$ cat src/rtl/fir_sys_pkg.sv
package fir_sys_pkg;

    localparam int DEF_DATA_W = 16;
    localparam int DEF_COEF_W = 16;
    localparam int DEF_TAPS   = 4;

    // coefficient k occupies bits [16k +: 16]: h0=1234, h1=-321, h2=4000, h3=-32768
    localparam logic [63:0] DEF_COEFS = 64'h8000_0FA0_FEBF_04D2;

    // bits needed above the product width so the summed taps never wrap
    function automatic int guard_bits(input int taps);
        return (taps <= 1) ? 0 : $clog2(taps);
    endfunction

    // tap k reads the sample line at position 2k: k for the FIR delay, k for chain skew
    function automatic int skew_depth(input int taps);
        return 2 * taps - 1;
    endfunction

    // input register + product register + one register per adder
    function automatic int pipe_latency(input int taps);
        return taps + 2;
    endfunction

endpackage

$ cat src/rtl/fir_sys_skew.sv
module fir_sys_skew #(
    parameter int DATA_W = 16,
    parameter int DEPTH  = 7
) (
    input  logic                         clk,
    input  logic                         rst,
    input  logic                         in_valid,
    input  logic signed [DATA_W-1:0]     in_sample,
    output logic [DEPTH-1:0][DATA_W-1:0] line_q
);

    always_ff @(posedge clk) begin
        if (rst) begin
            line_q <= '0;
        end else begin
            // an empty slot travels as a zero sample
            line_q[0] <= in_valid ? in_sample : '0;
            for (int j = 1; j < DEPTH; j++) begin
                line_q[j] <= line_q[j-1];
            end
        end
    end

endmodule

$ cat src/rtl/fir_sys_tap.sv
module fir_sys_tap #(
    parameter int DATA_W = 16,
    parameter int COEF_W = 16,
    parameter int ACC_W  = 34,
    parameter logic signed [COEF_W-1:0] COEF = '0
) (
    input  logic                     clk,
    input  logic                     rst,
    input  logic signed [DATA_W-1:0] sample,
    input  logic signed [ACC_W-1:0]  sum_in,
    output logic signed [ACC_W-1:0]  sum_out
);

    localparam int PROD_W = DATA_W + COEF_W;

    logic signed [PROD_W-1:0] prod_q;

    always_ff @(posedge clk) begin
        if (rst) begin
            prod_q  <= '0;
            sum_out <= '0;
        end else begin
            prod_q  <= PROD_W'(sample) * PROD_W'(COEF);
            sum_out <= sum_in + ACC_W'(prod_q);
        end
    end

endmodule

$ cat src/rtl/fir_sys_vpipe.sv
module fir_sys_vpipe #(
    parameter int LAT = 6
) (
    input  logic clk,
    input  logic rst,
    input  logic in_valid,
    output logic out_valid
);

    logic [LAT-1:0] stage_q;

    always_ff @(posedge clk) begin
        if (rst) begin
            stage_q <= '0;
        end else begin
            stage_q <= {stage_q[LAT-2:0], in_valid};
        end
    end

    assign out_valid = stage_q[LAT-1];

endmodule

$ cat src/rtl/fir_systolic4.sv
module fir_systolic4
    import fir_sys_pkg::*;
#(
    parameter int DATA_W = DEF_DATA_W,
    parameter int COEF_W = DEF_COEF_W,
    parameter int TAPS   = DEF_TAPS,
    parameter logic [TAPS*COEF_W-1:0] COEFS = DEF_COEFS,
    localparam int ACC_W = DATA_W + COEF_W + guard_bits(TAPS)
) (
    input  logic                     clk,
    input  logic                     rst,
    input  logic                     in_valid,
    input  logic signed [DATA_W-1:0] in_sample,
    output logic                     out_valid,
    output logic signed [ACC_W-1:0]  out_sample
);

    localparam int DEPTH = skew_depth(TAPS);
    localparam int LAT   = pipe_latency(TAPS);

    logic [DEPTH-1:0][DATA_W-1:0] line_q;
    logic signed [ACC_W-1:0]      psum [TAPS];

    fir_sys_skew #(.DATA_W(DATA_W), .DEPTH(DEPTH)) u_skew (
        .clk       (clk),
        .rst       (rst),
        .in_valid  (in_valid),
        .in_sample (in_sample),
        .line_q    (line_q)
    );

    for (genvar k = 0; k < TAPS; k++) begin : g_tap
        if (k == 0) begin : g_head
            fir_sys_tap #(
                .DATA_W (DATA_W),
                .COEF_W (COEF_W),
                .ACC_W  (ACC_W),
                .COEF   (COEFS[k*COEF_W +: COEF_W])
            ) u_tap (
                .clk     (clk),
                .rst     (rst),
                .sample  (line_q[2*k]),
                .sum_in  ('0),
                .sum_out (psum[k])
            );
        end else begin : g_body
            fir_sys_tap #(
                .DATA_W (DATA_W),
                .COEF_W (COEF_W),
                .ACC_W  (ACC_W),
                .COEF   (COEFS[k*COEF_W +: COEF_W])
            ) u_tap (
                .clk     (clk),
                .rst     (rst),
                .sample  (line_q[2*k]),
                .sum_in  (psum[k-1]),
                .sum_out (psum[k])
            );
        end
    end

    fir_sys_vpipe #(.LAT(LAT)) u_vpipe (
        .clk       (clk),
        .rst       (rst),
        .in_valid  (in_valid),
        .out_valid (out_valid)
    );

    assign out_sample = psum[TAPS-1];

endmodule

$ cat config.mk
export PLATFORM = sky130hd
export DESIGN_NAME = fir_systolic4
export DESIGN_NICKNAME = d
export VERILOG_FILES = /design/src/rtl/fir_sys_pkg.sv /design/src/rtl/fir_sys_skew.sv /design/src/rtl/fir_sys_tap.sv /design/src/rtl/fir_sys_vpipe.sv /design/src/rtl/fir_systolic4.sv
export SDC_FILE = /design/constraint.sdc
export NUM_CORES = 1
export LEC_CHECK = 0
export ABC_CLOCK_PERIOD_IN_PS = 13400
export BUFFER_PORTS_ARGS = -buffer_cell sky130_fd_sc_hd__buf_2
export CORE_UTILIZATION = 42
export DETAILED_ROUTE_END_ITERATION = 8
export GPL_TIMING_DRIVEN = 0
export SYNTH_ARGS = -nofsm -noshare
export SYNTH_HDL_FRONTEND = slang
export SYNTH_SLANG_ARGS = --single-unit
$ cat constraint.sdc
create_clock -name clk -period 13.4 [get_ports clk]
set_input_delay 1.34 -clock clk [delete_from_list [all_inputs] [get_ports clk]]
set_output_delay 1.34 -clock clk [all_outputs]
set_load 0.01 [all_outputs]
==> metrics.txt <==
Filler cells 4974; Setup CP Type reg2reg; later-pin clock latency in the skew report 560 ps; Final period util 44.83%; max-slew violations 0; CTS tree done; CP startpoint kind register; Setup violations, final 0; DR vias/cell 4.893; crit path time final 6007 ps; vias in the first global route 15611; final-report hold violation count 0; CTS root buf clkbuf_16; Post-synth EDFFs 0; synthesized cell area 0.02239 mm²; total inserted antenna cells 0; CTS max path bufs 3; total vias in the final route 15431; Post-Syn Instances 2345; most common cell after layout, fill and taps aside inv_1; # port buffers 52; unrepaired setup endpoints after global routing no; Remaining DRCs 0; FF/Latch Area 0.006486 mm²; Max Cap Viol 0; P_leak 0.01268 µW; Final Skew 20.42 ps; dpl cells 3085; relative slew slack 29.63%; Initial Util 42.52%; YS warnings 0; Rows 84; Seq cells post-synth 324; Layout area overhead 10.90%; largest net degree at the start of global routing 17; async set-reset flop share out of synthesis 0%; VDD IR-drop max 91.24 µV; Power Dens Cells 112.8 mW/mm²; Critical Path RT 13850 ps; Clock Sinks 324; GRT Resource Usage Total 19.11%; CP max FO 6; initial detailed-routing violation count 602; gpl congestion 0.8831; Die Area 0.05424 mm²; hold-fix buffers at CTS 0; status complete, no violations; Worst EP arrival 6450 ps; layout cell share with drive strength beyond 1 5.718%; Hold Path Class reg2reg; ANT nets after route 0; fin cells 3154; Setup TNS Final 0 ps; fmax 166.5 MHz; total global routing overflow 0; # IOs 54; Net count, final 2966; setup bufs post-CTS 0; Die Y 232.9 µm; commonest cells after routing, fill and taps aside inv_1 (418), dfxtp_1 (324), ha_1 (312); Die Span X 232.9 µm; Slew @ Worst Pin 1056 ps; first-pass GRT wire length 80890 µm; Main synth FF type dfxtp_1; sequential area share after synthesis 28.97%; DPL Wire Length 41110 µm; TritonCTS buffer count 38; crit end category register; clock-pin slew on the worst setup and hold paths 60 ps; Pre-antenna DRT Iters 5; initial antenna violation count 0; post-cts sizing count 0; WL final 50240 µm; Synthesized Nets 2874; area of the core 0.05266 mm²; Synth cell types 67; Mapped Avg Cell Area 9.548 µm²; H-tree depth 2; Multi-input gate area 0.01415 mm²; wire per inst 15.93 µm
-- Yosys cell counts, drive strengths merged (5+ instances only) --
| library cell | count | area [µm²] |
|---|---|---|
| inv | 418 | 1569 |
| dfxtp | 324 | 6486 |
| ha | 312 | 3904 |
| nor2 | 225 | 844.6 |
| fa | 198 | 3964 |
| nor2b | 149 | 932.1 |
| a21oi | 96 | 488.0 |
| a21o | 67 | 503.0 |
| xnor2 | 67 | 586.8 |
| nand2 | 65 | 244.0 |
| o21ai | 58 | 297.8 |
| xor2 | 51 | 446.7 |
| clkbuf | 45 | 168.9 |
| nand3 | 24 | 120.1 |
| nor3 | 23 | 115.1 |
| and2 | 20 | 125.1 |
| a211oi | 18 | 135.1 |
| a31oi | 17 | 112.6 |
| o21a | 17 | 127.6 |
| o21bai | 16 | 120.1 |
| and3 | 12 | 75.07 |
| nand2b | 10 | 62.56 |
| o211ai | 9 | 67.56 |
| mux2 | 8 | 90.08 |
| a2111oi | 7 | 73.82 |
| a211o | 6 | 52.55 |
| nor4 | 6 | 37.54 |
| o22ai | 6 | 37.54 |
| a31o | 5 | 43.79 |
| nand4 | 5 | 31.28 |
| o31ai | 5 | 37.54 |
| or2 | 5 | 31.28 |
-- final timing paths --
| kind | startpoint | endpoint | slack [ps] | cells after the start |
|---|---|---|---|---|
| min reg2reg | u_skew.line_q[91]$_SDFF_PP0_ | u_skew.line_q[107]$_SDFF_PP0_ | 430 | 1 |
| max reg2reg | u_skew.line_q[38]$_SDFF_PP0_ | g_tap[1].g_body.u_tap.prod_q[18]$_SDFF_PP0_ | 7390 | 20 |
| min | u_skew.line_q[91]$_SDFF_PP0_ | u_skew.line_q[107]$_SDFF_PP0_ | 430 | 1 |
| max | u_skew.line_q[38]$_SDFF_PP0_ | g_tap[1].g_body.u_tap.prod_q[18]$_SDFF_PP0_ | 7390 | 20 |
-- critical path, cell delays in order (launching register included) --
cell       delay, ps
dfxtp_1          590
inv_1            240
fa_1             580
inv_1             80
fa_1             540
inv_1             50
fa_1             480
inv_1             60
fa_1             530
inv_1             60
fa_1             530
inv_1             40
ha_1             340
and2_1           170
a221o_1          310
a31o_2           250
nand3_1          100
nand2_1          110
a2111oi_0        470
a41oi_1           90
a21oi_1          260
-- power by group --
part | switching, µW | internal, µW | leakage [µW] | total, µW
Clock | 436 | 640 | 0.000647 | 1080
Combinational | 392 | 255 | 0.00939 | 648
Sequential | 36.0 | 1040 | 0.00264 | 1080
-- metrics by stage --
step	util [%]	hold WS [ps]	total power, µW	cell area (µm²)	worst slack [ps]
3_3_place_gp	44.65	416.0	1740	23510	7434
6_report	47.16	433.6	2801	24830	7393
2_1_floorplan	-	413.8	1569	22390	8190
3_5_place_dp	44.65	422.0	1745	23510	7335
5_1_grt	47.16	449.8	2956	24830	7131
4_1_cts	47.16	433.2	2832	24830	7320
-- layer usage --
metal	wire length [µm]	track usage [%]	share of wire [%]	vias to the layer above
li1	-	-	-	7751
met1	22360	23.64	45	7375
met2	25050	34.03	50	222
met3	1265	2.157	2.5	83
met4	1570	6.883	3.1	0
met5	0	0	0	-
-- state kept, by name, summed over array words and instances (netlist names) --
name	cells
g_tap.g_body.u_tap.prod_q	64
g_tap.g_head.u_tap.prod_q	24
g_tap.g_body.u_tap.sum_out	94
g_tap.g_head.u_tap.sum_out	24
u_vpipe.stage_q	6
u_skew.line_q	112
-- cell families after synthesis --
family,share of synthesized area (%)
XOR/XNOR,4.616
adder cells (fa/ha/maj),35.14
buffers and inverters,7.846
AO/OA/AOI/OAI,10.87
flip-flops,28.97
AND/OR/NAND/NOR,12.11
multiplexers,0.4470
-- final cells by class --
cell class | instances | area share (%)
multi-input combinational | 1554 | 56.97
sequential | 324 | 26.12
inverter | 418 | 6.319
clock buffer | 50 | 4.374
tap | 688 | 3.467
timing repair buffer | 52 | 1.048
clock inverter | 19 | 0.9423
buffer | 49 | 0.7558
Power figures use the tool's default switching activity.
